--- config.mk ---
export PLATFORM = sky130hd
export DESIGN_NAME = ep_irq_dma_ctl
export DESIGN_NICKNAME = d
export VERILOG_FILES = /design/src/rtl/ep_irq_pkg.sv /design/src/rtl/ep_irq_en_regs.sv /design/src/rtl/ep_irq_src.sv /design/src/rtl/ep_irq_dma_gate.sv /design/src/rtl/ep_irq_dma_ctl.sv
export SDC_FILE = /design/constraint.sdc
export NUM_CORES = 1
export LEC_CHECK = 0
export CORE_UTILIZATION = 44
export DETAILED_ROUTE_END_ITERATION = 10
export PLACE_DENSITY = 0.83
export SLEW_MARGIN = 20
export SYNTH_ARGS = -nofsm -noshare
export SYNTH_HDL_FRONTEND = slang
export SYNTH_HIERARCHICAL = 1
export SYNTH_SLANG_ARGS = --single-unit
--- constraint.sdc ---
create_clock -name clk -period 2.44 [get_ports clk]
set_input_delay 0.366 -clock clk [delete_from_list [all_inputs] [get_ports clk]]
set_output_delay 0.366 -clock clk [all_outputs]
set_load 0.02 [all_outputs]
--- src/rtl/ep_irq_pkg.sv ---
package ep_irq_pkg;

    localparam int NUM_SRC = 11;
    localparam int EN_W    = NUM_SRC + 2;

    localparam int BIT_EP_ON = 0;
    localparam int BIT_DMA_BLOCK = 1;
    localparam int BIT_SRC0 = 2;

    localparam int SRC_RXRDY = 0;
    localparam int SRC_TXRDY = 1;
    localparam int SRC_TXDONE = 2;
    localparam int SRC_SHORT = 3;
    localparam int SRC_BUSY = 4;
    localparam int SRC_MDATA = 5;
    localparam int SRC_DATAX = 6;
    localparam int SRC_OVFL = 7;
    localparam int SRC_FLOW = 8;
    localparam int SRC_CRC = 9;
    localparam int SRC_FLUSH = 10;

    localparam int NUM_PKT_SRC = 7;

    typedef enum logic [1:0] {
        GATE_OPEN    = 2'd0,
        GATE_DRAIN   = 2'd1,
        GATE_BLOCKED = 2'd2
    } gate_state_t;

endpackage

--- src/rtl/ep_irq_en_regs.sv ---
module ep_irq_en_regs #(
    parameter int EP_INDEX = 0
) (
    input  logic                          clk,
    input  logic                          rst_n,
    input  logic                          usb_rst_i,
    input  logic                          en_we_i,
    input  logic [ep_irq_pkg::EN_W-1:0]   en_wdata_i,
    output logic [ep_irq_pkg::EN_W-1:0]   en_q
);
    import ep_irq_pkg::*;

    localparam logic [EN_W-1:0] EN_RST = (EP_INDEX == 0) ? EN_W'(1) : '0;

    always_ff @(posedge clk or negedge rst_n) begin
        if (!rst_n) begin
            en_q <= EN_RST;
        end else if (usb_rst_i) begin
            en_q <= EN_RST;
        end else if (en_we_i) begin
            en_q <= en_wdata_i;
        end
    end

endmodule

--- src/rtl/ep_irq_src.sv ---
module ep_irq_src #(
    parameter int NBANKS = 2,
    parameter int CNT_W  = $clog2(NBANKS + 1)
) (
    input  logic [ep_irq_pkg::EN_W-1:0] en_q,
    input  logic                        dir_in_i,
    input  logic [CNT_W-1:0]            banks_busy_i,
    input  logic                        txrdy_flag_i,
    input  logic                        rx_rdy_i,
    input  logic                        tx_done_i,
    input  logic                        short_i,
    input  logic                        mdata_i,
    input  logic                        datax_i,
    input  logic                        ovfl_err_i,
    input  logic                        flow_err_i,
    input  logic                        crc_err_i,
    input  logic                        flush_err_i,
    output logic                        pkt_hit,
    output logic                        imm_hit,
    output logic                        any_hit
);
    import ep_irq_pkg::*;

    localparam logic [CNT_W-1:0] FULL_CNT = CNT_W'(NBANKS);

    logic [NUM_SRC-1:0] raw;
    logic [NUM_SRC-1:0] masked;
    logic               all_full;
    logic               all_free;

    always_comb begin
        all_full = (banks_busy_i == FULL_CNT);
        all_free = (banks_busy_i == '0);
        raw = '0;
        raw[SRC_RXRDY]  = rx_rdy_i;
        raw[SRC_TXRDY]  = !txrdy_flag_i && !all_full;
        raw[SRC_TXDONE] = tx_done_i;
        raw[SRC_SHORT]  = short_i;
        raw[SRC_BUSY]   = dir_in_i ? all_free : all_full;
        raw[SRC_MDATA]  = mdata_i && !dir_in_i;
        raw[SRC_DATAX]  = datax_i && !dir_in_i;
        raw[SRC_OVFL]   = ovfl_err_i;
        raw[SRC_FLOW]   = flow_err_i;
        raw[SRC_CRC]    = crc_err_i;
        raw[SRC_FLUSH]  = flush_err_i;
    end

    genvar k;
    generate
        for (k = 0; k < NUM_SRC; k++) begin : g_mask
            assign masked[k] = raw[k] && en_q[BIT_SRC0 + k] && en_q[BIT_EP_ON];
        end
    endgenerate

    assign pkt_hit = |masked[NUM_PKT_SRC-1:0];
    assign imm_hit = |masked[NUM_SRC-1:NUM_PKT_SRC];
    assign any_hit = pkt_hit || imm_hit;

endmodule

--- src/rtl/ep_irq_dma_gate.sv ---
module ep_irq_dma_gate (
    input  logic                    clk,
    input  logic                    rst_n,
    input  logic                    usb_rst_i,
    input  logic                    ep_on,
    input  logic                    dma_block,
    input  logic                    pkt_hit,
    input  logic                    imm_hit,
    input  logic                    dma_want_i,
    input  logic                    dma_busy_i,
    output ep_irq_pkg::gate_state_t state,
    output logic                    dma_req_o
);
    import ep_irq_pkg::*;

    gate_state_t next_state;
    logic        cut_pkt;
    logic        cut_imm;

    assign cut_pkt = dma_block && pkt_hit;
    assign cut_imm = dma_block && imm_hit;

    always_ff @(posedge clk or negedge rst_n) begin
        if (!rst_n) begin
            state <= GATE_OPEN;
        end else if (usb_rst_i) begin
            state <= GATE_OPEN;
        end else begin
            state <= next_state;
        end
    end

    always_comb begin
        next_state = state;
        dma_req_o  = 1'b0;
        unique case (state)
            GATE_OPEN: begin
                dma_req_o = dma_want_i && !cut_imm && !(cut_pkt && !dma_busy_i);
                if (cut_imm) begin
                    next_state = GATE_BLOCKED;
                end else if (cut_pkt) begin
                    next_state = dma_busy_i ? GATE_DRAIN : GATE_BLOCKED;
                end
            end
            GATE_DRAIN: begin
                dma_req_o = dma_want_i && dma_busy_i && !cut_imm;
                if (!cut_pkt && !cut_imm) begin
                    next_state = GATE_OPEN;
                end else if (cut_imm || !dma_busy_i) begin
                    next_state = GATE_BLOCKED;
                end
            end
            GATE_BLOCKED: begin
                dma_req_o = 1'b0;
                if (!cut_pkt && !cut_imm) begin
                    next_state = GATE_OPEN;
                end
            end
            default: begin
                next_state = GATE_OPEN;
            end
        endcase
        dma_req_o = dma_req_o && ep_on;
    end

endmodule

--- src/rtl/ep_irq_dma_ctl.sv ---
module ep_irq_dma_ctl #(
    parameter int EP_INDEX = 0,
    parameter int NBANKS   = 2,
    parameter int CNT_W    = $clog2(NBANKS + 1)
) (
    input  logic                        clk,
    input  logic                        rst_n,
    input  logic                        usb_rst_i,
    input  logic                        en_we_i,
    input  logic [ep_irq_pkg::EN_W-1:0] en_wdata_i,
    input  logic                        dir_in_i,
    input  logic [CNT_W-1:0]            banks_busy_i,
    input  logic                        txrdy_flag_i,
    input  logic                        rx_rdy_i,
    input  logic                        tx_done_i,
    input  logic                        short_i,
    input  logic                        mdata_i,
    input  logic                        datax_i,
    input  logic                        ovfl_err_i,
    input  logic                        flow_err_i,
    input  logic                        crc_err_i,
    input  logic                        flush_err_i,
    input  logic                        dma_want_i,
    input  logic                        dma_busy_i,
    output logic                        irq_o,
    output logic                        dma_req_o
);
    import ep_irq_pkg::*;

    logic [EN_W-1:0] en_q;
    logic            pkt_hit;
    logic            imm_hit;
    logic            any_hit;
    gate_state_t     state;

    ep_irq_en_regs #(.EP_INDEX(EP_INDEX)) u_regs (
        .clk        (clk),
        .rst_n      (rst_n),
        .usb_rst_i  (usb_rst_i),
        .en_we_i    (en_we_i),
        .en_wdata_i (en_wdata_i),
        .en_q       (en_q)
    );

    ep_irq_src #(.NBANKS(NBANKS), .CNT_W(CNT_W)) u_src (
        .en_q         (en_q),
        .dir_in_i     (dir_in_i),
        .banks_busy_i (banks_busy_i),
        .txrdy_flag_i (txrdy_flag_i),
        .rx_rdy_i     (rx_rdy_i),
        .tx_done_i    (tx_done_i),
        .short_i      (short_i),
        .mdata_i      (mdata_i),
        .datax_i      (datax_i),
        .ovfl_err_i   (ovfl_err_i),
        .flow_err_i   (flow_err_i),
        .crc_err_i    (crc_err_i),
        .flush_err_i  (flush_err_i),
        .pkt_hit      (pkt_hit),
        .imm_hit      (imm_hit),
        .any_hit      (any_hit)
    );

    ep_irq_dma_gate u_gate (
        .clk        (clk),
        .rst_n      (rst_n),
        .usb_rst_i  (usb_rst_i),
        .ep_on      (en_q[BIT_EP_ON]),
        .dma_block  (en_q[BIT_DMA_BLOCK]),
        .pkt_hit    (pkt_hit),
        .imm_hit    (imm_hit),
        .dma_want_i (dma_want_i),
        .dma_busy_i (dma_busy_i),
        .state      (state),
        .dma_req_o  (dma_req_o)
    );

    always_ff @(posedge clk or negedge rst_n) begin
        if (!rst_n) begin
            irq_o <= 1'b0;
        end else if (usb_rst_i) begin
            irq_o <= 1'b0;
        end else begin
            irq_o <= any_hit;
        end
    end

endmodule

# Word level (Yosys, flattened, before mapping)
# Index checks and enable logic that the tools add are counted.
# word_totals
in_bits,32
reg_bits,16
elab_cells,71
output_inout_bits,2
# op_classes
muxes,13
n_eq_ne,6
n_reduce_logical,49
# ops
operator,count
logical AND 1 bit,34
2-to-1 mux 13 bit,2
2-to-1 mux 2 bit,7
"inequality test 4 x 2 -> 1 bit, second input constant",2
zero test 1 bit,7
OR reduction 7 bit,1
case mux 2 bit (3 select lines),1
"equality test 2 bit, second input constant",2
zero test 2 bit,2
OR reduction 4 bit,1
"inequality test 3 x 2 -> 1 bit, second input constant",1
AND reduction 3 bit,1
"equality test 2 x 1 -> 1 bit, second input constant",1
logical OR 1 bit,2
2-to-1 mux 1 bit,2
case mux 1 bit (2 select lines),1
nonzero test 2 bit,1

# Depth between registers and ports, before layout
# depth
word_depth,12
ltp_mapped,6
depth_no_buf,6

# By module
# The synthesis kept the hierarchy.
# modules_own_cells
module,n_inst,area_each_um2,cells_per_inst
ep_irq_en_regs,1,541.8,42
ep_irq_dma_gate,1,107.6,12
ep_irq_src,1,100.1,15
ep_irq_dma_ctl,1,38.8,2

# Least setup slack after synthesis
# Ideal clock, no wire load.
# synth_path
path_kind,input to output
from,in rx_rdy_i
to,out dma_req_o
n_path_buf,0
arrival_ns,1.902
path_slack_ns,0.172
cell_stages,5
cell_sequence,a222oi_1 > a31oi_1 > a21oi_1 > nor2_1 > a2111oi_1
# synth_between
elab_chain_len,9
# synth_lines
element,line,text
"start, declared",ep_irq_dma_ctl.sv:14,"input logic rx_rdy_i,"
logical AND 1 bit (2 in series),ep_irq_src.sv:51,assign masked[k] = raw[k] && en_q[BIT_SRC0 + k] && en_q[BIT_EP_ON];
OR reduction 7 bit,ep_irq_src.sv:55,assign pkt_hit = |masked[NUM_PKT_SRC-1:0];
via pkt_hit,ep_irq_dma_ctl.sv:31,logic pkt_hit;
logical AND 1 bit,ep_irq_dma_gate.sv:20,assign cut_pkt = dma_block && pkt_hit;
logical AND 1 bit,ep_irq_dma_gate.sv:38,dma_req_o = dma_want_i && !cut_imm && !(cut_pkt && !dma_busy_i);
zero test 1 bit,ep_irq_dma_gate.sv:38,
logical AND 1 bit,ep_irq_dma_gate.sv:38,
case mux 1 bit (2 select lines),ep_irq_dma_gate.sv:36,unique case (state)
logical AND 1 bit,ep_irq_dma_gate.sv:63,dma_req_o = dma_req_o && ep_on;
"end, declared",ep_irq_dma_ctl.sv:26,output logic dma_req_o
# The timed path passes the listed nets, and every way through them passes these cells.

# Worst setup path after layout
# layout_path
from,reg u_regs/en_q[2] (netlist bit)
to,out dma_req_o
# layout_between
elab_chain_len,9
# layout_lines
element,line,text
"start, declared",ep_irq_en_regs.sv:9,output logic [ep_irq_pkg::EN_W-1:0] en_q
"start signal, assigned",ep_irq_en_regs.sv:21,en_q <= en_wdata_i;
logical AND 1 bit (2 in series),ep_irq_src.sv:51,
OR reduction 7 bit,ep_irq_src.sv:55,
via pkt_hit,ep_irq_dma_ctl.sv:31,
logical AND 1 bit,ep_irq_dma_gate.sv:20,
logical AND 1 bit,ep_irq_dma_gate.sv:38,
zero test 1 bit,ep_irq_dma_gate.sv:38,
logical AND 1 bit,ep_irq_dma_gate.sv:38,
case mux 1 bit (2 select lines),ep_irq_dma_gate.sv:36,
logical AND 1 bit,ep_irq_dma_gate.sv:63,
# The timed path passes the listed nets, and every way through them passes these cells.

==> impl.org <==
** Worst setup path
- Required arrival time at the worst endpoint :: 2.07 ns
- At the worst endpoint, the arrival time is 2.03 ns.
- Critical path endpoint category :: primary output
- The largest single stage delay on the critical path is 0.39 ns.
- In this run the worst path has a maximum fanout of 3.
- R2R Path End :: irq_o
- The critical path goes through a222oi_1 > buf_4 > a31oi_4 > a21oi_2 > nor2_1 > a2111oi_1 > buf_2.
- The critical path is of the register to primary output type.
- CP startpoint kind :: register
- Reg2Reg Launch Point :: u_regs/en_q[2]
- Tracing the worst setup path back leads to its startpoint at u_regs/en_q[2].
- The slowest stage of the critical path is the dfrtp_1 cell.
- Count of cells along the worst register-to-register path :: 5
- In this run the register-to-register setup slack is 1.04 ns.

** Power and ir drop
- Overall power of the completed layout :: 0.5804 mW
- Power density over the cells :: 480.2 nW/um^2
- Leak Pwr :: 0.5795 nW
- Peak supply drop :: 0.4068 mV

** Synthesis
- Post-Syn Nets :: 103
- The share of the Yosys chip area taken by registers is 50.95%.
- Yosys mapped the design onto 25 distinct sky130hd cell types.
- The cell count after synthesis came out at 71.
- After synthesis the cells add up to 788.3 um^2.
- A synthesized cell averages 11.10 um^2.
- The Yosys step of the flow raised 6 warnings.
- Counting flops and latches in the post-synthesis netlist gives 16.

** Detailed routing
- DRC violations left :: 0
- Drt via density :: 5.291
- Average detailed-routed wire length per instance :: 15.19 um
- First DRT Iteration DRCs :: 12
- Detailed-router iteration count before antenna repair :: 5
- Vias after detailed routing :: 709
- Summed over all layers, the routed wires come to 2036 um.
- Count of nets left with antenna violations after detail routing :: 0

** Layout
- Total area of multi-input combinational cells :: 371.6 um^2
- 0 antenna diodes ended up in the layout.
- The finished cells cover 1209 um^2.
- At the end of the flow, the number of nets in the layout was 143.
- Util after Layout :: 75.82%
- In the final layout, the share of cells above drive strength 1 is 14.55%.
- FF/Latch Area :: 401.6 um^2
- Count of fill cells added during filler insertion :: 107
- Relative area change from synthesis to final layout :: 53.33%

** Flow run
- The tool flagged a number of max-cap violations equal to 0.

** Clocking
- Clock tree synthesis selected as its root buffer the cell clkbuf_4.
- Insertion delay of the later-clocked pin in the worst-skew pair :: 0.29 ns
- The clock net in this run drives a total of 16 sinks.
- CTS buffer count :: 3
- The clock passes through at most 2 buffers.
- Post-CTS clock slew at the launch and capture registers of the worst setup and hold paths :: 0.10 ns
- In this run the number of H-tree levels came out at 1.
- Clock tree from TritonCTS :: done

** Timing
- The final count of hold timing violations was 0.
- Total negative setup slack :: 0 ns
- Final-report setup violation count :: 0
- FMAX :: 0.4166 GHz
- Worst clock skew :: 0.01163 ns
- Worst-case headroom to the max-slew limit :: 47.34%
- Counting I/O delays and the setup requirement, the final critical path takes 2.400 ns.
- Number of pins with negative max-slew slack in the final report :: 0
- Post-route worst setup slack :: 0.03961 ns
- At the pin with the least slew margin, the transition time is 0.7875 ns.
- Dividing the final minimum period by the clock period gives 98.38%.

** Floorplanning
- Effective utilization at floorplan :: 49.45%
- From bottom edge to top edge, the die measures 44.33 um.
- Number of rows created at floorplan :: 14
- The floorplan step defined a die boundary enclosing 1965 um^2.
- Io pins :: 34
- Core area :: 1594 um^2
- Horiz. Die Dim :: 44.33 um

** Placed design
- Port Buffers :: 33
- Half-perimeter wire length after placement :: 1406 um
- Post-placement setup slack :: -0.5486 ns
- Once placement finished, the instance area stood at 1129 um^2.
- Routability congestion estimate :: 0.8037

** GRT
- Entering global routing, the biggest net connects 17 pins.
- GRT Resource Usage Total :: 23.84%
- The number of antenna violations at the first check in global routing was 0.
- The first global-routing pass estimated 3263 um of wire.
- After global routing the overflow that remains totals 0.
- Vias in the first global route :: 756

** Min path
- Hold Path Cell Cnt :: 1
- The worst hold path begins at u_gate/state[0].
- The tightest min-delay check is of the register to register type.
- The path with the worst hold slack has its endpoint at u_gate/state[1].

** Run status
- The flow ran to the end, and the final reports show no timing, DRC or antenna violations.
==> logic make-up after synthesis <==
family / Yosys count / synth area share [%]
AO/OA/AOI/OAI: 14 / 12.70
buffers and inverters: 6 / 5.872
flip-flops: 16 / 50.95
multiplexers: 12 / 15.24
AND/OR/NAND/NOR: 23 / 15.24
==> timing repair <==
| item | CTS | global route |
|---|---|---|
| hold buffers | 0 | 0 |
| buffers inserted | 1 | 2 |
| gates resized for setup | 8 | 8 |
| pin swaps | 5 | 7 |
| setup endpoints to repair | 1 | 1 |
==> power by group <==
part,internal (mW),switching [mW]
Combinational,0.0838,0.0562
Sequential,0.280,0.00966
Clock,0.0636,0.0867
==> state kept, by name (all words and copies together), names as in the netlist <==
register / flops
irq_o: 1
u_gate/state: 2
u_regs/en_q: 13
==> worst max path at each step <==
stage / to / slack (ns)
after floorplan: dma_req_o / 0.17
after global placement: dma_req_o / -0.51
after detailed placement: dma_req_o / -0.55
after CTS: dma_req_o / -0.04
after global routing: dma_req_o / -0.08
final: dma_req_o / 0.04
==> through the flow <==
stage,hold slack (ns),std cells
final,0.4695,134
after CTS,0.4529,132
after global placement,0.4343,127
after floorplan,0.07041,71
after detailed placement,0.4454,127
after global routing,0.5092,134
==> layout by cell type (no fill, tap or decap), types with 2 or more instances in the layout <==
master           synthesis  final
buf_4                    0      5
inv_1                    3      3
mux2i_1                 12     12
nand2b_1                 2      2
dlymetal6s2s_1           0      3
clkdlybuf4s50_1          0     27
nor2_1                  13     13
dfrtp_1                 15     15
a21oi_1                  3      2
dlygate4sd2_1            0      2
clkbuf_4                 0      3
a22oi_1                  3      2
nor2b_1                  2      2
==> critical path, delay by kind of cell, from the launching register on <==
family	cells	cell delay [ns]
AO/OA/AOI/OAI	4	0.86
buffers and inverters	2	0.43
flip-flops	1	0.39
AND/OR/NAND/NOR	1	0.04
==> synthesized netlist by cell type <==
cell type  number  area [um^2]
a22oi_1         3        22.52
a211oi_1        1        7.510
buf_12          1        20.02
a31oi_1         2        12.51
a222oi_1        1        10.01
nand2b_1        2        12.51
nand3b_1        1        7.510
o22ai_1         1        6.260
a2111oi_1       1        10.01
inv_1           3        11.26
a21o_1          1        7.510
nor4_1          1        6.260
mux2i_1        12        120.1
nor2_1         13        48.80
nor2b_1         2        12.51
clkbuf_1        1        3.750
a21oi_1         3        15.01
dfstp_2         1        26.28
and3b_1         1        8.760
dfrtp_1        15        375.4
nand2_1         1        3.750
and3_1          1        6.260
buf_6           1        11.26
a211o_1         1        8.760
nor2b_4         1        13.76
==> final cells by class <==
| class | instances | share of cell area (%) |
|---|---|---|
| Sequential cell | 16 | 33.23 |
| Multi-Input combinational cell | 49 | 30.75 |
| Timing Repair Buffer | 38 | 30.43 |
| Tap cell | 24 | 2.484 |
| Clock buffer | 4 | 2.174 |
| Inverter | 3 | 0.9317 |
==> per-layer routing <==
metal	global-route usage (%)	share of wire, %
met3	4.898	5.6
met5	0	0
met1	27.85	40
met2	40.29	50
met4	13.94	3.8
(Power assumes the default switching activity.)
